===== src/rtl/memcyc_pkg.sv =====
package memcyc_pkg;
  typedef enum logic [1:0] {
    K_ALU    = 2'd0,
    K_BRANCH = 2'd1,
    K_SINGLE = 2'd2,
    K_BLOCK  = 2'd3
  } ikind_e;
endpackage


===== src/rtl/memcyc_history.sv =====
module memcyc_history
  import memcyc_pkg::*;
#(
  parameter int POS_W = 5
) (
  input  logic   clk,
  input  logic   rst_n,
  input  logic   upd,
  input  logic   upd_fetch,
  input  ikind_e upd_kind,
  output logic   prev_alu_fetch,
  output logic   blk_active
);
  localparam logic [POS_W-1:0] POS_MAX = {POS_W{1'b1}};

  logic [POS_W-1:0] pos_q;

  // Reset forces a non-sequential first fetch.
  always_ff @(posedge clk) begin
    if (!rst_n) begin
      prev_alu_fetch <= 1'b0;
      pos_q          <= '0;
    end else if (upd) begin
      prev_alu_fetch <= upd_fetch && (upd_kind == K_ALU);
      if (upd_fetch || upd_kind != K_BLOCK)
        pos_q <= '0;
      else if (pos_q != POS_MAX)
        pos_q <= pos_q + 1'b1;  // saturating position counter
    end
  end

  assign blk_active = (pos_q != '0);

  p_pos_clear_r4: assert property (@(posedge clk) disable iff (!rst_n)
    (upd && upd_fetch) |=> !blk_active);
  p_sat_hold_r9: assert property (@(posedge clk) disable iff (!rst_n)
    (upd && !upd_fetch && upd_kind == K_BLOCK && blk_active) |=> blk_active);
endmodule


===== src/rtl/memcyc_decide.sv =====
module memcyc_decide
  import memcyc_pkg::*;
#(
  parameter int SEQ_WAIT   = 0,
  parameter int NSEQ_EXTRA = 1,
  parameter int WAIT_W     = 4
) (
  input  logic              is_fetch,
  input  ikind_e            kind,
  input  logic              seq_ok,
  input  logic              prev_alu_fetch,
  input  logic              blk_active,
  output logic              seq,
  output logic [WAIT_W-1:0] wait_cnt
);
  localparam logic [WAIT_W-1:0] W_SEQ  = WAIT_W'(SEQ_WAIT);
  localparam logic [WAIT_W-1:0] W_NSEQ = WAIT_W'(SEQ_WAIT + NSEQ_EXTRA);

  logic allowed;

  always_comb begin
    if (is_fetch)
      allowed = prev_alu_fetch;
    else if (kind == K_BLOCK)
      allowed = blk_active;
    else
      allowed = 1'b0;
    seq      = allowed && seq_ok;
    wait_cnt = seq ? W_SEQ : W_NSEQ;
  end
endmodule


===== src/rtl/memcyc_classifier.sv =====
module memcyc_classifier
  import memcyc_pkg::*;
#(
  parameter int SEQ_WAIT   = 0,
  parameter int NSEQ_EXTRA = 1,
  parameter int WAIT_W     = 4,
  parameter int POS_W      = 5
) (
  input  logic              clk,
  input  logic              rst_n,
  input  logic              in_valid,
  output logic              in_ready,
  input  logic [1:0]        in_kind,
  input  logic              in_fetch,
  input  logic              in_seq_ok,
  output logic              out_valid,
  input  logic              out_ready,
  output logic              out_seq,
  output logic [WAIT_W-1:0] out_wait
);
  localparam logic [WAIT_W-1:0] W_SEQ  = WAIT_W'(SEQ_WAIT);
  localparam logic [WAIT_W-1:0] W_NSEQ = WAIT_W'(SEQ_WAIT + NSEQ_EXTRA);

  ikind_e            kind;
  logic              take;
  logic              prev_alu_fetch;
  logic              blk_active;
  logic              d_seq;
  logic [WAIT_W-1:0] d_wait;

  assign kind     = ikind_e'(in_kind);
  assign in_ready = !out_valid || out_ready;
  assign take     = in_valid && in_ready;

  memcyc_history #(.POS_W(POS_W)) u_hist (
    .clk            (clk),
    .rst_n          (rst_n),
    .upd            (take),
    .upd_fetch      (in_fetch),
    .upd_kind       (kind),
    .prev_alu_fetch (prev_alu_fetch),
    .blk_active     (blk_active)
  );

  memcyc_decide #(
    .SEQ_WAIT   (SEQ_WAIT),
    .NSEQ_EXTRA (NSEQ_EXTRA),
    .WAIT_W     (WAIT_W)
  ) u_dec (
    .is_fetch       (in_fetch),
    .kind           (kind),
    .seq_ok         (in_seq_ok),
    .prev_alu_fetch (prev_alu_fetch),
    .blk_active     (blk_active),
    .seq            (d_seq),
    .wait_cnt       (d_wait)
  );

  always_ff @(posedge clk) begin
    if (!rst_n) begin
      out_valid <= 1'b0;
      out_seq   <= 1'b0;
      out_wait  <= '0;
    end else if (in_ready) begin
      out_valid <= in_valid;
      if (in_valid) begin
        out_seq  <= d_seq;
        out_wait <= d_wait;
      end
    end
  end

  p_single_nseq_r3: assert property (@(posedge clk) disable iff (!rst_n)
    (take && !in_fetch && kind != K_BLOCK) |=> (out_valid && !out_seq));
  p_no_seq_ok_r6: assert property (@(posedge clk) disable iff (!rst_n)
    (take && !in_seq_ok) |=> (out_valid && !out_seq));
  p_wait_match_r7: assert property (@(posedge clk) disable iff (!rst_n)
    out_valid |-> (out_wait == (out_seq ? W_SEQ : W_NSEQ)));
  p_hold_r8: assert property (@(posedge clk) disable iff (!rst_n)
    (out_valid && !out_ready) |=> (out_valid && $stable(out_seq) && $stable(out_wait)));
  p_nonalu_fetch_r5: assert property (@(posedge clk) disable iff (!rst_n)
    (take && in_fetch && kind != K_ALU) |=> !prev_alu_fetch);
endmodule


===== config.mk =====
export PLATFORM = sky130hd
export DESIGN_NAME = memcyc_classifier
export DESIGN_NICKNAME = d
export VERILOG_FILES = /design/src/rtl/memcyc_pkg.sv /design/src/rtl/memcyc_history.sv /design/src/rtl/memcyc_decide.sv /design/src/rtl/memcyc_classifier.sv
export SDC_FILE = /design/constraint.sdc
export NUM_CORES = 1
export LEC_CHECK = 0
export BUFFER_PORTS_ARGS = -buffer_cell sky130_fd_sc_hd__buf_2
export CAP_MARGIN = 20
export CORE_AREA = 2 2 39 41
export CTS_BUF_LIST = sky130_fd_sc_hd__clkbuf_4
export DETAILED_ROUTE_END_ITERATION = 10
export DIE_AREA = 0 0 41 43
export HOLD_SLACK_MARGIN = 0.03
export PLACE_DENSITY_LB_ADDON = 0.15
export SKIP_CTS_REPAIR_TIMING = 1
export SLEW_MARGIN = 20
export SYNTH_ARGS = -nofsm -noshare
export SYNTH_HDL_FRONTEND = slang
export SYNTH_SLANG_ARGS = --single-unit

===== constraint.sdc =====
create_clock -name clk -period 2.1 [get_ports clk]
set_input_delay 0.42 -clock clk [delete_from_list [all_inputs] [get_ports clk]]
set_output_delay 0.42 -clock clk [all_outputs]
set_load 0.05 [all_outputs]

* Word level (Yosys, flattened, before mapping)
Index checks and enable logic that the tools add are counted.
** Word-level totals
- Bits in registers :: 12
- Bits of input ports :: 8
- Output and inout bits :: 7
- Word-level logic and storage cells :: 25
** Operators by class
- Add/sub/neg operators :: 1
- Equality and inequality tests :: 3
- Muxes and demuxes :: 5
- Reductions and logical operators :: 11
** Operators with widths (count)
- 5-bit 2-to-1 mux :: 2
- 5-bit by 1-bit adder with 5-bit output, second input constant :: 1
- 5-bit != test, second input constant :: 1
- 5-bit nonzero test :: 1
- 2-bit AND reduction :: 2
- 1-bit logical AND :: 3
- 1-bit 2-to-1 mux :: 3
- 2-bit equality test, second input constant :: 1
- 2-bit zero test :: 1
- 1-bit logical OR :: 2
- 2-bit != test, second input constant :: 1
- 2-bit nonzero test :: 1
- 1-bit zero test :: 1

* Logic depth before layout (Yosys ltp)
Gate-level depths: netlist (run 1).
- Depth after elaboration :: 5
- Mapped depth :: 6

* Cells and area by module
A second synthesis (run 1) with hierarchy kept.
** Unflattened totals
- Cell total of the unflattened synthesis :: 76
- Area, all modules :: 671.9 sq um
** By module, submodules not included
- memcyc_history :: instances 1, cells an instance 41, area an instance 359.1 sq um
- memcyc_classifier :: instances 1, cells an instance 27, area an instance 257.7 sq um
- memcyc_decide :: instances 1, cells an instance 8, area an instance 55.1 sq um

* Worst setup path after synthesis (run 1)
OpenSTA, ideal clock, no wires.
- Path kind :: register to register
- Start :: reg u_hist.pos_q[0]
- End :: reg u_hist.pos_q[3]
- Library setup time :: 0.070 ns
- Data arrival time :: 1.668 ns
- Data required time :: 2.030 ns
- Setup slack :: 0.362 ns
- Stages on the path, launching flop included :: 7
- Clock period less this slack :: 1.738 ns
- Path through :: dfxtp_1 ha_1 and3_2 ha_1 nand2b_1 or4_1 a21oi_1
** Between the ends
- Word-level cells in the longest chain between the ends :: 3
** RTL lines
- from (decl) :: line memcyc_history.sv:16 : logic [POS_W-1:0] pos_q;
- from (signal assigned) :: line memcyc_history.sv:28 : pos_q <= pos_q + 1'b1;
- 5-bit by 1-bit adder with 5-bit output or 5-bit != test (tied branches) :: line memcyc_history.sv:28, memcyc_history.sv:27
- 5-bit 2-to-1 mux or 2-bit nonzero test (tied branches)
- 5-bit 2-to-1 mux or 2-bit AND reduction (tied branches)
Parallel ways exist; a longest one is shown, timed or not. The select of a mux whose other input is x is not followed.
A chain may end at the register's enable or synchronous reset.

* Final worst setup path (run 1)
Same ends and word-level chain as after synthesis.

==> results of run 1 <==
==> area by class of cell <==
type,count,area (µm²)
Timing Repair Buffer,13,70.1
Inverter,6,22.5
Tap cell,16,20.0
Fill cell,141,796
Sequential cell,9,180
Multi-Input combinational cell,40,265
Clock buffer,4,30.0
==> through the flow <==
step / hold slack [ns] / util / area (µm²) / total power (µW) / setup WS [ns]
2_1_floorplan: 0.459 / - / 502 / 237 / 0.362
3_3_place_gp: 0.463 / 0.403 / 558 / 252 / 0.304
3_5_place_dp: 0.467 / 0.403 / 558 / 252 / 0.279
4_1_cts: 0.423 / 0.425 / 588 / 403 / 0.250
5_1_grt: 0.436 / 0.425 / 588 / 418 / 0.0933
6_report: 0.428 / 0.425 / 588 / 398 / 0.245
==> per-layer routing <==
metal  share of wire  up-vias  global-route usage
met3           0.061        4              0.0314
met2            0.43       15               0.200
li1                -      229                   -
met1            0.49      211               0.182
met5               0        -                   0
met4           0.017        0              0.0800
==> Yosys cell counts <==
library cell | instances | share of area
inv_1 | 6 | 0.046
conb_1 | 1 | 0.0076
and3_2 | 1 | 0.015
a22oi_2 | 1 | 0.025
a21oi_1 | 7 | 0.071
o32ai_1 | 1 | 0.018
nor2_1 | 2 | 0.015
nand3_1 | 5 | 0.051
and3b_1 | 1 | 0.018
buf_4 | 3 | 0.046
nand2b_1 | 1 | 0.013
nand4_1 | 1 | 0.013
o31ai_1 | 3 | 0.046
o221a_1 | 1 | 0.023
nand2_1 | 1 | 0.0076
dfxtp_1 | 9 | 0.36
or4b_4 | 1 | 0.028
or4_1 | 2 | 0.030
o21ai_0 | 4 | 0.041
buf_6 | 1 | 0.023
ha_1 | 3 | 0.076
nor2b_1 | 2 | 0.025
==> flip-flops by register name (all words and copies together), names as in the netlist <==
signal and cells:
out_seq 1, u_hist.prev_alu_fetch 1, out_valid 1, out_wait 1, u_hist.pos_q 5
==> power by group <==
part / switching [µW] / internal [µW]
Combinational: 49.0 / 21.0
Clock: 63.0 / 86.2
Sequential: 3.17 / 176
Total: 115 / 283
==> cells by family (layout without fill, tap and decap cells) <==
| family | Yosys count | after routing | synth area share |
|---|---|---|---|
| and+or+nand+nor | 17 | 17 | 0.215 |
| DFF | 9 | 9 | 0.365 |
| other | 1 | 3 | 0.00759 |
| AOI/OAI and AO/OA | 17 | 17 | 0.223 |
| buffers and inverters | 10 | 23 | 0.114 |
| adders and majority gates | 3 | 3 | 0.0760 |
==> cell usage in the layout, fill, tap and decap left out, drive strengths merged, types with 2 or more instances in the layout <==
| cell | instances |
|---|---|
| o31ai | 3 |
| buf | 13 |
| clkbuf | 4 |
| inv | 6 |
| o21ai | 4 |
| or4 | 2 |
| dfxtp | 9 |
| nor2 | 2 |
| conb | 3 |
| nor2b | 2 |
| a21oi | 7 |
| ha | 3 |
| nand3 | 5 |
==> worst reg2reg max path, delay by kind of cell (launching register included) <==
family / cells / cell delay (ns)
and+or+nand+nor: 3 / 0.93
adders and majority gates: 2 / 0.39
DFF: 1 / 0.33
AOI/OAI and AO/OA: 1 / 0.14
==> final timing paths <==
path / from / endpoint / slack (ns) / cells past startpoint
max: u_hist.pos_q[0] / u_hist.pos_q[3] / 0.24 / 6
min: rst_n / out_wait[0] / 0.43 / 2
max reg2reg: u_hist.pos_q[0] / u_hist.pos_q[3] / 0.24 / 6
min reg2reg: out_seq / out_seq / 0.48 / 2
==> flow_metrics.py, run 1 <==
metrics = {
    "power": {
        "power.leakage_uw": 0.000257,
        "irDropWorstVdd_mv": 0.297,
        "power_density_nw_per_um2": 677,
    },
    "placement": {
        "port_buffers": 11,
        "place_inst": 84,
        "dpl.hpwl_um": 783,
        "gp_congestion": 0.771,
    },
    "status": {
        "status": "completed",
    },
    "sta": {
        "layout_min_cycle_time_ns": 1.86,
        "finalHoldViolations": 0,
        "post-route-period-util": 0.883,
        "skew_ns": 0.00169,
        "fin_tns_setup_ns": 0,
        "setup_viol": 0,
        "fmax_mhz": 539,
        "drv_slew": 0,
        "rsz0062_at_grt": "no",
    },
    "route": {
        "vias": 459,
        "ant_nets": 0,
        "wirelength_um": 1060,
        "wl_per_cell_um": 12.0,
        "drc_errors": 0,
        "vias_per_cell": 5.22,
        "drtIter0Drc": 11,
        "firstDrtPassIters": 4,
    },
    "critical_path": {
        "crit_path_end_kind": "register",
        "path_cells": "ha_1 -> and3_2 -> ha_1 -> nand2b_1 -> or4_1 -> a21oi_1",
        "cpLargestDelayFamily": "simple AND/OR/NAND/NOR gates",
        "worst_path_most_repeated_cell": "ha_1",
        "crit_required_ns": 2.29,
        "critPathMaxStageDelay_ns": 0.49,
        "path_max_fanout": 7,
        "cp.arrival_ns": 2.05,
        "slowest_stage": "or4_1",
        "path_buf_inv": 0,
        "critPathLaunchType": "register",
        "critPathKind": "register to register",
    },
    "yosys": {
        "ys_warn_count": 0,
        "synth_cell_types": 22,
        "ys_ff_latch": 9,
        "synth_cells": 57,
        "ys_seq_area_frac": 0.365,
        "synthesis.area_um2": 494,
        "avgSynthCellArea_um2": 8.67,
    },
    "clock_network": {
        "clk_latency_ns": 0.26,
        "cts_tree": "built",
        "cts_sinks": 9,
        "clkTransAtPathRegs_ns": 0.06,
        "cts_buffer_depth": 2,
        "cts_buffers": 3,
        "root_buffer": "clkbuf_4",
        "cts_htree_levels": 1,
    },
    "layout": {
        "syn2layout_area_growth_pct": 19.0,
        "layout.cells.non_filler": 88,
        "diodes": 0,
        "drive_gt1_frac": 0.278,
        "nets": 84,
    },
    "floorplan": {
        "num_rows": 14,
        "die_y_um": 43,
        "die-width_um": 41,
        "ios": 15,
        "initial_core_util": 0.357,
        "die_area_um2": 1760,
        "core_um2": 1380,
    },
    "global_route": {
        "antenna_found_initial": 0,
        "grt_pass1_vias": 406,
        "grt_use_total": 0.139,
        "grt_start_max_net_pins": 11,
        "grt_overflow": 0,
        "grt_pass1_wl_um": 1680,
    },
    "flow_run": {
        "drv_cap": 0,
    },
    "hold_path": {
        "hold_class": "primary input to register",
    },
}
No activity file was read; power rests on OpenSTA's default activity.
==> run 2, diff against run 1 <==
PLACE_DENSITY = 0.68   (was default)
PLACE_DENSITY_LB_ADDON = default   (was 0.15)
==> flow_metrics.py, run 2 (synthesized netlist as in run 1, its figures left out) <==
metrics = {
    "route": {
        "drc_errors": 0,
        "vias_per_cell": 5.14,
        "firstDrtPassIters": 4,
        "wl_per_cell_um": 11.6,
        "drtIter0Drc": 14,
        "vias": 452,
        "ant_nets": 0,
        "wirelength_um": 1020,
    },
    "floorplan": {
        "initial_core_util": 0.357,
        "die-width_um": 41,
        "die_y_um": 43,
        "num_rows": 14,
        "core_um2": 1380,
        "ios": 15,
        "die_area_um2": 1760,
    },
    "layout": {
        "fillers": 153,
        "nets": 84,
        "final_common_cell": "buf_2",
        "diodes": 0,
        "largest_register": "u_hist.pos_q",
        "drive_gt1_frac": 0.278,
        "syn2layout_area_growth_pct": 19.0,
        "layout_common_cells": "buf_2, dfxtp_1, a21oi_1, inv_1, nand3_1",
        "largest_register_ffs": 5,
    },
    "critical_path": {
        "slowest_stage": "or4_1",
        "critPathMaxStageDelay_ns": 0.49,
        "crit_path_end_kind": "register",
        "worst_path_most_repeated_cell": "ha_1",
        "path_cells": "ha_1 -> and3_2 -> ha_1 -> nand2b_1 -> or4_1 -> a21oi_1",
        "critPathLaunchType": "register",
        "crit_required_ns": 2.29,
        "critPathKind": "register to register",
        "path_max_fanout": 7,
        "cp.arrival_ns": 2.05,
    },
    "clock_network": {
        "cts_tree": "built",
        "cts_buffer_depth": 2,
        "clk_latency_ns": 0.26,
        "cts_htree_levels": 1,
        "root_buffer": "clkbuf_4",
        "clkTransAtPathRegs_ns": 0.06,
        "cts_sinks": 9,
        "cts_buffers": 3,
    },
    "sta": {
        "skew_ns": 0.00279,
        "setup_viol": 0,
        "fin_ws_ns": 0.238,
        "fmax_mhz": 537,
        "worstMarginPinSlew_ns": 0.683,
        "drv_slew": 0,
        "post-route-period-util": 0.887,
        "layout_min_cycle_time_ns": 1.86,
        "rsz0062_at_grt": "no",
        "finalHoldViolations": 0,
        "slew_headroom": 0.541,
        "fin_tns_setup_ns": 0,
    },
    "hold_path": {
        "hold_class": "primary input to register",
    },
    "power": {
        "power.leakage_uw": 0.000257,
        "power_density_nw_per_um2": 677,
        "irDropWorstVdd_mv": 0.231,
    },
    "placement": {
        "dpl.hpwl_um": 772,
        "port_buffers": 11,
        "pre_cts_slack_ns": 0.253,
        "gp_congestion": 0.718,
    },
    "global_route": {
        "grt_overflow": 0,
        "antenna_found_initial": 0,
        "grt_pass1_vias": 411,
        "grt_use_total": 0.142,
        "grt_start_max_net_pins": 11,
        "grt_pass1_wl_um": 1660,
    },
    "flow_run": {
        "drv_cap": 0,
    },
    "status": {
        "status": "completed",
    },
}
## run 2: cell type report
cell class              instances  area, µm²  area share
flip-flops and latches          9        180       0.306
well taps                      16       20.0      0.0340
multi-input cells              40        265       0.451
clock buffers                   4       30.0      0.0511
repair buffers                 13       70.1       0.119
inverters                       6       22.5      0.0383
## run 2: critical path: cells and delay by family, from the launching register on
kind	cells	cell delay, ns
and+or+nand+nor	3	0.92
adders and majority gates	2	0.39
DFF	1	0.34
AOI/OAI and AO/OA	1	0.14
## run 2: worst paths after layout
path	from	end	slack, ns	cells past startpoint
min reg2reg	out_seq	out_seq	0.48	2
min	rst_n	out_wait[0]	0.44	2
max reg2reg	u_hist.pos_q[0]	u_hist.pos_q[3]	0.24	6
max	u_hist.pos_q[0]	u_hist.pos_q[3]	0.24	6
## run 2: per-stage QoR
stage	std cells	instance area [µm²]	power [µW]	utilization	hold WS (ns)
final	88	588	398	0.425	0.441
after global routing	88	588	417	0.425	0.445
after CTS	88	588	401	0.425	0.438
after detailed placement	84	558	252	0.403	0.473
after global placement	84	558	252	0.403	0.471
after floorplan	59	502	237	-	0.459
## run 2: where the power goes
part	leakage, µW	switching [µW]	total [µW]	internal [µW]
clock	0.0000184	62.9	149	86.3
sequential	0.0000733	3.27	179	176
combinational	0.000165	49.1	69.7	20.6
## run 2: per-layer routing
layer	vias to the layer above	GRT usage	routed length, µm
li1	235	-	-
met1	196	0.194	520
met2	17	0.175	417
met3	4	0.0314	51
met4	0	0.127	31
met5	-	0	0
==> run 3, diff against run 2 <==
==> constraint.sdc (replaced) <==
create_clock -name clk -period 2.1 [get_ports clk]
set_input_delay 0.315 -clock clk [delete_from_list [all_inputs] [get_ports clk]]
set_output_delay 0.315 -clock clk [all_outputs]
set_load 0.05 [all_outputs]
==> flow_metrics.py, run 3 (synthesized netlist as in run 1, its figures left out) <==
metrics = {
    "sta": {
        "finalHoldViolations": 0,
        "skew_ns": 0.00116,
        "fin_tns_setup_ns": 0,
        "slew_headroom": 0.539,
        "layout_min_cycle_time_ns": 1.89,
        "worstMarginPinSlew_ns": 0.686,
        "rsz0062_at_grt": "no",
        "fmax_mhz": 530,
        "drv_slew": 0,
        "setup_viol": 0,
        "post-route-period-util": 0.898,
    },
    "power": {
        "power_density_nw_per_um2": 660,
        "power.leakage_uw": 0.000256,
        "irDropWorstVdd_mv": 0.291,
        "power_uw": 387,
    },
    "clock_network": {
        "root_buffer": "clkbuf_4",
        "cts_htree_levels": 1,
        "cts_tree": "built",
        "cts_buffer_depth": 2,
        "cts_sinks": 9,
        "clkTransAtPathRegs_ns": 0.07,
        "clk_latency_ns": 0.27,
        "cts_buffers": 3,
    },
    "layout": {
        "final_common_cell": "buf_2",
        "syn2layout_area_growth_pct": 18.5,
        "diodes": 0,
        "largest_register_ffs": 5,
        "largest_register": "u_hist.pos_q",
        "nets": 84,
        "drive_gt1_frac": 0.278,
        "layout_common_cells": "buf_2, dfxtp_1, a21oi_1, inv_1, nand3_1",
        "design_area_um2": 586,
    },
    "placement": {
        "port_buffers": 11,
        "placed_area_um2": 558,
        "dpl.hpwl_um": 780,
        "gp_congestion": 0.731,
    },
    "critical_path": {
        "critPathKind": "register to register",
        "reg2reg_depth": 6,
        "cp.arrival_ns": 2.08,
        "crit_required_ns": 2.30,
        "critPathLaunchType": "register",
        "path_max_fanout": 7,
        "crit_path_end_kind": "register",
    },
    "route": {
        "wl_per_cell_um": 11.4,
        "vias": 457,
        "firstDrtPassIters": 4,
        "wirelength_um": 1000,
        "drtIter0Drc": 6,
        "drc_errors": 0,
        "ant_nets": 0,
        "vias_per_cell": 5.19,
    },
    "floorplan": {
        "num_rows": 14,
        "die-width_um": 41,
        "core_um2": 1380,
        "die_y_um": 43,
        "ios": 15,
        "initial_core_util": 0.357,
        "die_area_um2": 1760,
    },
    "global_route": {
        "grt_pass1_vias": 400,
        "grt_overflow": 0,
        "grt_start_max_net_pins": 12,
        "grt_use_total": 0.141,
        "grt_pass1_wl_um": 1590,
        "antenna_found_initial": 0,
    },
    "hold_path": {
        "hold_class": "primary input to register",
        "hold_depth": 2,
    },
    "flow_run": {
        "drv_cap": 0,
    },
    "status": {
        "status": "completed",
    },
}
[run 3: cell type report]
type | instances | area, µm²
Fill cell | 145 | 798
Multi-Input combinational cell | 40 | 265
Sequential cell | 9 | 180
Timing Repair Buffer | 13 | 70.1
Clock buffer | 3 | 22.5
Inverter | 6 | 22.5
Tap cell | 16 | 20.0
Clock inverter | 1 | 5.00
[run 3: worst paths after layout]
path	startpoint	slack, ns	endpoint
worst max-delay path	u_hist.pos_q[0]	0.21	u_hist.pos_q[3]
worst min-delay path	rst_n	0.33	out_wait[0]
worst max register to register	u_hist.pos_q[0]	0.21	u_hist.pos_q[3]
worst min register to register	out_seq	0.48	out_seq
[run 3: critical path: stages, from the launching register on]
cell	delay [ns]
dfxtp_1	0.34
ha_1	0.22
and3_2	0.21
ha_1	0.18
nand2b_1	0.23
or4_1	0.49
a21oi_1	0.15
[run 3: routing by layer]
| layer | up-vias | track usage | share of wire |
|---|---|---|---|
| li1 | 230 | - | - |
| met4 | 0 | 0.140 | 0.042 |
| met3 | 4 | 0.0314 | 0.050 |
| met2 | 15 | 0.194 | 0.43 |
| met5 | - | 0 | 0 |
| met1 | 208 | 0.166 | 0.47 |
[run 3: through the flow]
stage | instances | hold WS (ns) | worst slack, ns | util
floorplan | 59 | 0.457 | 0.362 | -
global placement | 84 | 0.469 | 0.314 | 0.403
detailed placement | 84 | 0.480 | 0.236 | 0.403
CTS | 88 | 0.320 | 0.218 | 0.423
global route | 88 | 0.323 | 0.0966 | 0.423
finish | 88 | 0.331 | 0.214 | 0.423
[run 3: power by group]
group          internal (µW)  switching [µW]
Clock                   70.5            67.3
Combinational           20.5            49.2
Sequential               176            3.26
